<file path="config.mk">
export PLATFORM = sky130hd
export DESIGN_NAME = hst_frame_timer
export DESIGN_NICKNAME = d
export VERILOG_FILES = /design/src/rtl/hst_ft_pkg.sv /design/src/rtl/hst_ft_csel_track.sv /design/src/rtl/hst_ft_intv_reg.sv /design/src/rtl/hst_ft_intv_pick.sv /design/src/rtl/hst_ft_frame_ctr.sv /design/src/rtl/hst_frame_timer.sv
export SDC_FILE = /design/constraint.sdc
export NUM_CORES = 1
export LEC_CHECK = 0
export ABC_AREA = 0
export ABC_CLOCK_PERIOD_IN_PS = 4500
export BUFFER_PORTS_ARGS = -buffer_cell sky130_fd_sc_hd__buf_4
export CAP_MARGIN = 40
export CORE_ASPECT_RATIO = 2
export CORE_MARGIN = 4
export CORE_UTILIZATION = 57
export CTS_CLUSTER_DIAMETER = 100
export DETAILED_ROUTE_END_ITERATION = 10
export PLACE_DENSITY = 0.91
export SETUP_SLACK_MARGIN = 0.5
export SLEW_MARGIN = 5
export SYNTH_ARGS = -nofsm -noshare
export SYNTH_HDL_FRONTEND = slang
export SYNTH_SLANG_ARGS = --single-unit
</file>
<file path="constraint.sdc">
create_clock -name clk -period 4.5 [get_ports clk]
set_input_delay 1.35 -clock clk [delete_from_list [all_inputs] [get_ports clk]]
set_output_delay 1.35 -clock clk [all_outputs]
set_load 0.01 [all_outputs]
</file>
<file path="src/rtl/hst_ft_pkg.sv">
package hst_ft_pkg;

   // PHY clock select codes; the encoding is decoded by the interval picker
   typedef enum logic [1:0] {
      CSEL_RSV_LO = 2'b00,
      CSEL_48M    = 2'b01,
      CSEL_6M     = 2'b10,
      CSEL_RSV_HI = 2'b11
   } csel_e;

   localparam int unsigned CSEL_W = 2;

endpackage

</file>
<file path="src/rtl/hst_ft_csel_track.sv">
module hst_ft_csel_track
   import hst_ft_pkg::*;
(
   input  logic              clk,
   input  logic              rst_n,
   input  logic              soft_rst,
   input  logic [CSEL_W-1:0] clk_sel,
   output csel_e             sel_q
);

   csel_e sel_in;
   logic  adopt;

   assign sel_in = csel_e'(clk_sel);
   // the slow clock setting needs a soft reset; all others follow at once
   assign adopt  = soft_rst || (sel_in != CSEL_6M);

   always_ff @(posedge clk) begin
      if (!rst_n) begin
         sel_q <= CSEL_48M;
      end else if (adopt) begin
         sel_q <= sel_in;
      end
   end

   // a request for the slow clock without soft reset leaves the selection alone
   a_r3_slow_needs_reset : assert property (@(posedge clk) disable iff (!rst_n)
      (clk_sel == 2'b10 && !soft_rst) |=> (sel_q == $past(sel_q)));

endmodule

</file>
<file path="src/rtl/hst_ft_intv_reg.sv">
module hst_ft_intv_reg #(
   parameter int unsigned          IV_W     = 16,
   parameter logic [IV_W-1:0]      RESET_IV = 'hEA60
) (
   input  logic            clk,
   input  logic            rst_n,
   input  logic            port_en,
   input  logic            soft_rst,
   input  logic            wr_en,
   input  logic [IV_W-1:0] wr_data,
   output logic [IV_W-1:0] intv_q,
   output logic            sw_set
);

   logic clr;
   logic wr_ok;

   assign clr   = !port_en || soft_rst;
   assign wr_ok = wr_en && !clr;

   always_ff @(posedge clk) begin
      if (!rst_n) begin
         intv_q <= RESET_IV;
      end else if (wr_ok) begin
         intv_q <= wr_data;
      end
   end

   always_ff @(posedge clk) begin
      if (!rst_n) begin
         sw_set <= 1'b0;
      end else if (clr) begin
         sw_set <= 1'b0;
      end else if (wr_en) begin
         sw_set <= 1'b1;
      end
   end

   // writes with the port disabled leave the register unchanged
   a_r6_wr_ignored : assert property (@(posedge clk) disable iff (!rst_n)
      (wr_en && !port_en) |=> (intv_q == $past(intv_q)));

   // enable drop or soft reset removes the override
   a_r9_override_dropped : assert property (@(posedge clk) disable iff (!rst_n)
      (!port_en || soft_rst) |=> !sw_set);

   // an accepted write lands in the register
   a_r5_wr_taken : assert property (@(posedge clk) disable iff (!rst_n)
      (wr_en && port_en && !soft_rst) |=> (sw_set && intv_q == $past(wr_data)));

endmodule

</file>
<file path="src/rtl/hst_ft_intv_pick.sv">
module hst_ft_intv_pick
   import hst_ft_pkg::*;
#(
   parameter int unsigned IV_W       = 16,
   parameter int unsigned FAST_IV    = 48000,
   parameter int unsigned SLOW_IV    = 6000,
   parameter bit          CLAMP_ZERO = 1'b1
) (
   input  csel_e           sel_q,
   input  logic            ls_mode,
   input  logic            sw_set,
   input  logic [IV_W-1:0] intv_q,
   output logic            sel_ok,
   output logic [IV_W-1:0] reload
);

   localparam logic [IV_W-1:0] FAST_V = IV_W'(FAST_IV);
   localparam logic [IV_W-1:0] SLOW_V = IV_W'(SLOW_IV);
   localparam logic [IV_W-1:0] ONE_V  = IV_W'(1);

   if (FAST_IV == 0 || FAST_IV >= (64'd1 << IV_W)) begin : g_bad_fast
      $error("FAST_IV must be nonzero and fit in IV_W bits");
   end
   if (SLOW_IV == 0 || SLOW_IV >= (64'd1 << IV_W)) begin : g_bad_slow
      $error("SLOW_IV must be nonzero and fit in IV_W bits");
   end

   logic [IV_W-1:0] derived;
   logic [IV_W-1:0] active;

   always_comb begin
      derived = '0;
      sel_ok  = 1'b0;
      case (sel_q)
         CSEL_48M: begin
            derived = FAST_V;
            sel_ok  = 1'b1;
         end
         CSEL_6M: begin
            derived = SLOW_V;
            sel_ok  = ls_mode;
         end
         default: begin
            derived = '0;
            sel_ok  = 1'b0;
         end
      endcase
   end

   assign active = sw_set ? intv_q : derived;

   if (CLAMP_ZERO) begin : g_clamp
      // an interval of zero runs as an interval of one
      assign reload = (active == '0) ? '0 : (active - ONE_V);
   end else begin : g_raw
      assign reload = active - ONE_V;
   end

endmodule

</file>
<file path="src/rtl/hst_ft_frame_ctr.sv">
module hst_ft_frame_ctr #(
   parameter int unsigned IV_W = 16,
   parameter int unsigned FN_W = 11
) (
   input  logic            clk,
   input  logic            rst_n,
   input  logic            port_en,
   input  logic            soft_rst,
   input  logic            sel_ok,
   input  logic [IV_W-1:0] reload,
   output logic [IV_W-1:0] cnt_q,
   output logic [FN_W-1:0] fn_q,
   output logic            strobe
);

   localparam logic [IV_W-1:0] CNT_ONE = IV_W'(1);
   localparam logic [FN_W-1:0] FN_ONE  = FN_W'(1);

   if (FN_W < 1 || IV_W < 2) begin : g_bad_w
      $error("frame counter widths out of range");
   end

   logic run;
   logic clr;
   logic at_zero;

   assign clr     = !port_en || soft_rst;
   assign run     = port_en && sel_ok && !soft_rst;
   assign at_zero = (cnt_q == '0);
   assign strobe  = run && at_zero;

   always_ff @(posedge clk) begin
      if (!rst_n) begin
         cnt_q <= '0;
      end else if (!run) begin
         cnt_q <= '0;
      end else if (at_zero) begin
         cnt_q <= reload;
      end else begin
         cnt_q <= cnt_q - CNT_ONE;
      end
   end

   always_ff @(posedge clk) begin
      if (!rst_n) begin
         fn_q <= '0;
      end else if (clr) begin
         fn_q <= '0;
      end else if (strobe) begin
         fn_q <= fn_q + FN_ONE;
      end
   end

   // a running frame counts down by one
   a_r11_countdown : assert property (@(posedge clk) disable iff (!rst_n)
      (run && cnt_q != '0) |=> (cnt_q == $past(cnt_q) - CNT_ONE));

   // the reload takes the interval in force before the strobe edge
   a_r12_reload_old : assert property (@(posedge clk) disable iff (!rst_n)
      strobe |=> (cnt_q == $past(reload)));

   // the frame number steps by one on each strobe, wrapping naturally
   a_r8_fn_step : assert property (@(posedge clk) disable iff (!rst_n)
      strobe |=> (fn_q == $past(fn_q) + FN_ONE));

   // clearing conditions empty the count and frame number
   a_r9_clear : assert property (@(posedge clk) disable iff (!rst_n)
      clr |=> (cnt_q == '0 && fn_q == '0));

endmodule

</file>
<file path="src/rtl/hst_frame_timer.sv">
module hst_frame_timer
   import hst_ft_pkg::*;
#(
   parameter int unsigned     IV_W       = 16,
   parameter int unsigned     FN_W       = 11,
   parameter logic [IV_W-1:0] RESET_IV   = 'hEA60,
   parameter int unsigned     FAST_IV    = 48000,
   parameter int unsigned     SLOW_IV    = 6000,
   parameter bit              CLAMP_ZERO = 1'b1
) (
   input  logic            clk,
   input  logic            rst_n,
   input  logic            port_en,
   input  logic            ls_mode,
   input  logic            soft_rst,
   input  logic [1:0]      clk_sel,
   input  logic            wr_en,
   input  logic [IV_W-1:0] wr_data,
   output logic [IV_W-1:0] rd_interval,
   output logic [IV_W-1:0] rd_remain,
   output logic            frame_start,
   output logic            sof_req,
   output logic            keepalive_req,
   output logic [FN_W-1:0] frame_num
);

   csel_e           sel_q;
   logic [IV_W-1:0] intv_q;
   logic            sw_set;
   logic            sel_ok;
   logic [IV_W-1:0] reload;
   logic [IV_W-1:0] cnt_q;
   logic [FN_W-1:0] fn_q;
   logic            strobe;

   hst_ft_csel_track u_csel (
      .clk      (clk),
      .rst_n    (rst_n),
      .soft_rst (soft_rst),
      .clk_sel  (clk_sel),
      .sel_q    (sel_q)
   );

   hst_ft_intv_reg #(
      .IV_W     (IV_W),
      .RESET_IV (RESET_IV)
   ) u_ivreg (
      .clk      (clk),
      .rst_n    (rst_n),
      .port_en  (port_en),
      .soft_rst (soft_rst),
      .wr_en    (wr_en),
      .wr_data  (wr_data),
      .intv_q   (intv_q),
      .sw_set   (sw_set)
   );

   hst_ft_intv_pick #(
      .IV_W       (IV_W),
      .FAST_IV    (FAST_IV),
      .SLOW_IV    (SLOW_IV),
      .CLAMP_ZERO (CLAMP_ZERO)
   ) u_pick (
      .sel_q   (sel_q),
      .ls_mode (ls_mode),
      .sw_set  (sw_set),
      .intv_q  (intv_q),
      .sel_ok  (sel_ok),
      .reload  (reload)
   );

   hst_ft_frame_ctr #(
      .IV_W (IV_W),
      .FN_W (FN_W)
   ) u_ctr (
      .clk      (clk),
      .rst_n    (rst_n),
      .port_en  (port_en),
      .soft_rst (soft_rst),
      .sel_ok   (sel_ok),
      .reload   (reload),
      .cnt_q    (cnt_q),
      .fn_q     (fn_q),
      .strobe   (strobe)
   );

   assign rd_interval   = intv_q;
   assign rd_remain     = cnt_q;
   assign frame_num     = fn_q;
   assign frame_start   = strobe;
   assign sof_req       = strobe && !ls_mode;
   assign keepalive_req = strobe && ls_mode;

   // each strobe is exactly one kind of request
   a_r7_kind_exclusive : assert property (@(posedge clk) disable iff (!rst_n)
      frame_start |-> (sof_req != keepalive_req));

   // a reserved select keeps the timer quiet
   a_r4_reserved_quiet : assert property (@(posedge clk) disable iff (!rst_n)
      !sel_ok |-> (!frame_start && !sof_req && !keepalive_req));

   // a reserved select holds the remaining count at zero
   a_r4_reserved_idle : assert property (@(posedge clk) disable iff (!rst_n)
      !sel_ok |=> (rd_remain == '0));

endmodule

</file>
After elaboration in Yosys (flattened, before gate mapping)
Cells that the tools add are included.
{"block": "classes", "reduce_logical": 16, "n_div": 0, "n_shift": 0, "multipliers": 0, "magnitude_cmp": 0, "add_sub_neg": 3, "muxes": 5, "eq_ne": 3, "n_bitwise": 1}
{"operator": "16-bit 2-to-1 mux", "n": 3}
{"operator": "16-bit zero test", "n": 2}
{"operator": "16-bit one-hot mux with 2 select lines", "n": 1}
{"operator": "16-bit by 1-bit subtractor with 16-bit output, second input constant", "n": 2}
{"operator": "11-bit by 1-bit adder with 11-bit output, second input constant", "n": 1}
{"operator": "1-bit logical AND", "n": 6}
{"operator": "1-bit zero test", "n": 4}
{"operator": "2-bit by 1-bit == test with 1-bit output, second input constant", "n": 1}
{"operator": "2-bit == test, second input constant", "n": 1}
{"operator": "1-bit logical OR", "n": 2}
{"operator": "2-bit != test, second input constant", "n": 1}
{"operator": "1-bit one-hot mux with 2 select lines", "n": 1}
{"operator": "2-bit AND reduction", "n": 1}
{"operator": "2-bit OR reduction", "n": 1}
{"operator": "1-bit inverter", "n": 1}
{"block": "word_totals", "mem_bits_ro": 0, "mem_count": 0, "register_bits": 46, "latch_bits": 0, "ramBits": 0, "out_inout_bits": 46}

Depth between registers and ports, before layout
{"block": "logic_depth", "depth_word": 6, "mapped_depth": 11, "mapped_depth_nobuf": 7}

Cells and area by module
Synthesis repeated with hierarchy kept, for this count alone.
{"block": "unflattened", "cells_unflattened": 369, "area_unflattened_um2": 3080.5}
{"module": "hst_ft_frame_ctr", "cells_each": 176, "n_inst": 1, "area_per_inst_um2": 1478.9}
{"module": "hst_ft_intv_pick", "cells_each": 110, "n_inst": 1, "area_per_inst_um2": 799.5}
{"module": "hst_ft_intv_reg", "cells_each": 75, "n_inst": 1, "area_per_inst_um2": 720.7}
{"module": "hst_ft_csel_track", "cells_each": 6, "n_inst": 1, "area_per_inst_um2": 65.1}
{"module": "hst_frame_timer", "cells_each": 2, "n_inst": 1, "area_per_inst_um2": 16.3}

Worst setup path after synthesis
No wires, ideal clock.
{"block": "synth_path", "kind": "input to output", "start": "in soft_rst", "end": "out keepalive_req", "cell_stages": 6, "path_buffers": 1, "slack_ns": 0.466, "t_arrival_ns": 2.684, "path_cell_list": "nor3b_1 nand2_1 or4_1 buf_2 inv_1 and2_1"}
{"block": "synth_via", "elab_chain_len": 4}
{"element": "start: declaration", "line_no": "hst_frame_timer.sv:15", "source": "input logic soft_rst,"}
{"element": "1-bit zero test", "line_no": "hst_ft_frame_ctr.sv:28", "source": "assign run = port_en && sel_ok && !soft_rst;"}
{"element": "1-bit logical AND", "line_no": "hst_ft_frame_ctr.sv:28"}
{"element": "1-bit logical AND", "line_no": "hst_ft_frame_ctr.sv:30", "source": "assign strobe = run && at_zero;"}
{"element": "via frame_start", "line_no": "hst_frame_timer.sv:21", "source": "output logic frame_start,"}
{"element": "1-bit logical AND", "line_no": "hst_frame_timer.sv:92", "source": "assign keepalive_req = strobe && ls_mode;"}
{"element": "end: declaration", "line_no": "hst_frame_timer.sv:23", "source": "output logic keepalive_req,"}
The timed path passes the listed nets, and every way through them passes these cells.

Worst setup path in the final report
{"block": "layout_path", "start": "in soft_rst", "end": "out keepalive_req"}
{"block": "layout_via", "elab_chain_len": 4}
{"element": "1-bit zero test", "line_no": "hst_ft_frame_ctr.sv:28"}
{"element": "1-bit logical AND", "line_no": "hst_ft_frame_ctr.sv:28"}
{"element": "1-bit logical AND", "line_no": "hst_ft_frame_ctr.sv:30"}
{"element": "1-bit logical AND", "line_no": "hst_frame_timer.sv:92"}
Every way passes these cells.

==> results by group <==
Status
  – Status: completed

STA
  – RSZ-0062 raised after global routing: no
  – Final Hold Viols: 0
  – Slew Limit Fails: 0
  – Setup-violating endpoint count in the final report: 0
  – Max Fclk: 257 MHz
  – Sum Neg Setup Slack: 0 ns
  – Worst Tran Pin Value: 0.938 ns
  – Tcrit/Tclk final: 86.5%
  – Max-Slew Margin vs Limit: 37.4%
  – Hold_ws: 0.495 ns
  – Final Critical Period: 3.89 ns
  – Clock Skew: 0.00606 ns

Power
  – VDD IR max: 0.326 mV
  – Pwr per Cell Area: 331 nW/um^2
  – Total power: 1.13 mW
  – Static Leak: 1.45 nW

Route
  – DR WL met2: 4140 microns
  – WL/cell: 15.6 microns
  – M1 WL: 2640 microns
  – Top sig layer: met4
  – Final wirelength: 7350 microns
  – Vias: 2794
  – Drt pass-1 iters: 4
  – Vias per Instance: 5.94
  – DR WL met3: 378 microns
  – Initial DRC Count: 185
  – DR DRC count: 0
  – Post-route ant nets: 0

CTS
  – CTS Hold Bufs: 0
  – CTS clk-pin slew, worst paths: 0.08 ns
  – TritonCTS Buffers: 5
  – H-Tree Depth: 2
  – CTS Sinks: 46
  – TritonCTS clock tree: yes
  – Worst-Skew Late Latency: 0.29 ns
  – Root buffer cell: clkbuf_8
  – Clock buffer depth: 2

Die
  – Initial Util: 59.6%
  – Row Count: 35
  – Die width: 57.3 microns
  – Top Ports: 70
  – Die height: 107 microns
  – Core Region: 4640 sq um
  – DIE AREA: 6100 sq um

Synthesis
  – Asr flop ratio synth: 0%
  – YS warnings: 0
  – Seq/Total Area, Yosys: 33.3%
  – Average cell area after synthesis: 7.81 sq um
  – Post-synth EDFFs: 0
  – Synth cell types: 52
  – Syn Inst Count: 354
  – Post-synth net total: 385
  – Synth Flop Type: dfxtp_1
  – Yosys reg bits: 46
  – Mapped Area: 2770 sq um

Critical path
  – Worst r2r src: u_ivreg.sw_set$_SDFFE_PP0P_
  – Reg2Reg Setup Slack: 1.47 ns
  – Critical path class: primary input to output port
  – Critical Path End Type: output port
  – WP data required: 3.15 ns
  – Crit Reg-Reg Endpoint: u_ctr.cnt_q[9]$_SDFF_PN0_
  – R2R cell count: 5
  – Crit path DAT: 2.54 ns
  – CP startpoint kind: primary input
  – Crit path max fanout: 6

Place
  – Input/output buffers: 69
  – DP HPWL: 5540 microns
  – Gpl congestion: 0.844

Finish
  – Most frequent cells in the layout: buf_4 (71), nand2_1 (61), dfxtp_1 (46)
  – Layout cells sized above 1: 21.7%
  – Most common cell after layout, fill and taps aside: buf_4
  – Number of antenna diodes: 0
  – Final core occ: 73.7%
  – # nets final: 446
  – Synth-to-layout area growth: 23.7%

Job
  – Max Cap Viol: 0

Worst hold path
  – Hold Path End: u_ivreg.intv_q[15]$_SDFFE_PN1P_
  – HP Class: register to register
  – Hold path start: u_ivreg.intv_q[15]$_SDFFE_PN1P_
  – Min-Delay Path Depth: 2

GRT
  – Total GRT Usage: 24.4%
  – First-pass GRT wire length: 12200 microns
  – Initial antenna violation count: 0
  – Number of global-route vias before repair: 2813
  – GRT overflow: 0
  – Pin count of the biggest net entering global routing: 31
worst max path at each step:
stage	cells past startpoint	slack [ns]	endpoint	from
2_1_floorplan	6	0.58	keepalive_req	soft_rst
3_3_place_gp	7	0.39	keepalive_req	soft_rst
3_5_place_dp	7	0.30	keepalive_req	soft_rst
4_1_cts	7	0.60	keepalive_req	soft_rst
5_1_grt	7	0.52	keepalive_req	soft_rst
6_report	7	0.61	keepalive_req	soft_rst
logic make-up (layout without fill, tap and decap cells):
group | Yosys count | in the layout | synth area share, %
flops | 46 | 46 | 33.3
xor+xnor | 27 | 27 | 8.55
compound gates | 66 | 66 | 15.7
simple gates | 177 | 177 | 33.8
mux | 4 | 4 | 1.45
fa+ha+maj | 7 | 7 | 3.17
buf+inv | 27 | 88 | 4.03
Yosys cell counts, types with 2 or more instances:
| library cell | number | area share [%] |
|---|---|---|
| or3_1 | 6 | 1.4 |
| clkbuf_1 | 12 | 1.6 |
| nor3_1 | 11 | 2.0 |
| or2_2 | 2 | 0.45 |
| nor2_1 | 24 | 3.3 |
| a32o_1 | 2 | 0.72 |
| nor4_4 | 2 | 1.5 |
| nor2b_1 | 4 | 0.90 |
| and2_1 | 5 | 1.1 |
| xnor2_1 | 17 | 5.4 |
| mux2i_1 | 4 | 1.4 |
| o22ai_1 | 2 | 0.45 |
| inv_1 | 10 | 1.4 |
| nand4_1 | 5 | 1.1 |
| o21a_1 | 2 | 0.54 |
| o211ai_1 | 5 | 1.4 |
| nand3_1 | 18 | 3.3 |
| nor4b_1 | 4 | 1.3 |
| a21oi_1 | 22 | 4.0 |
| a21o_1 | 2 | 0.54 |
| o31ai_1 | 2 | 0.54 |
| dfxtp_1 | 46 | 33 |
| nand2b_1 | 7 | 1.6 |
| or4_1 | 2 | 0.54 |
| ha_1 | 7 | 3.2 |
| and3_1 | 3 | 0.68 |
| buf_2 | 2 | 0.36 |
| buf_1 | 2 | 0.27 |
| nand2_1 | 61 | 8.3 |
| xor2_1 | 10 | 3.2 |
| o2111ai_1 | 2 | 0.63 |
| nor4_1 | 7 | 1.6 |
| a21boi_0 | 9 | 2.4 |
| o21ai_0 | 10 | 1.8 |
| nor3b_1 | 8 | 2.2 |
routing by layer:
metal  track usage, %  vias to the layer above
li1                 -                     1371
met1             23.4                     1298
met2             46.9                      108
met3             4.37                       17
met4             12.8                        0
met5                0                        -
flip-flops by register name, summed over array words and instances, names as in the netlist:
signal / cells
u_ivreg.sw_set: 1
u_ivreg.intv_q: 16
u_ctr.cnt_q: 16
u_csel.sel_q: 2
u_ctr.fn_q: 11
timing repair:
item / in CTS / in global routing
resized for setup: 2 / 0
buffers inserted: 1 / 0
setup endpoints to repair: 3 / 0
cell type report:
| type | instances | area (sq um) |
|---|---|---|
| multi-input cells | 281 | 1750 |
| clock buffers | 6 | 82.6 |
| repair buffers | 71 | 533 |
| clock inverters | 1 | 30.0 |
| well taps | 55 | 68.8 |
| inverters | 10 | 37.5 |
| fillers | 369 | 1220 |
| flip-flops and latches | 46 | 921 |
critical path, stage by stage:
cell     delay (ns)
buf_4          0.13
nor3b_4        0.20
nand2_1        0.08
or4_4          0.46
inv_1          0.09
and2_1         0.12
buf_4          0.11
stage by stage:
step                      worst slack [ns]  cells  area [sq um]
final                                0.607    470          3420
after global routing                 0.518    470          3420
after CTS                            0.603    470          3420
after detailed placement             0.300    462          3290
after global placement               0.388    462          3290
after floorplan                      0.582    354          2770
where the power goes:
| group | total [mW] | internal (mW) | switching [mW] |
|---|---|---|---|
| registers | 0.449 | 0.423 | 0.0260 |
| logic | 0.376 | 0.159 | 0.217 |
| clock network | 0.307 | 0.178 | 0.129 |
(Power assumes the default switching activity.)
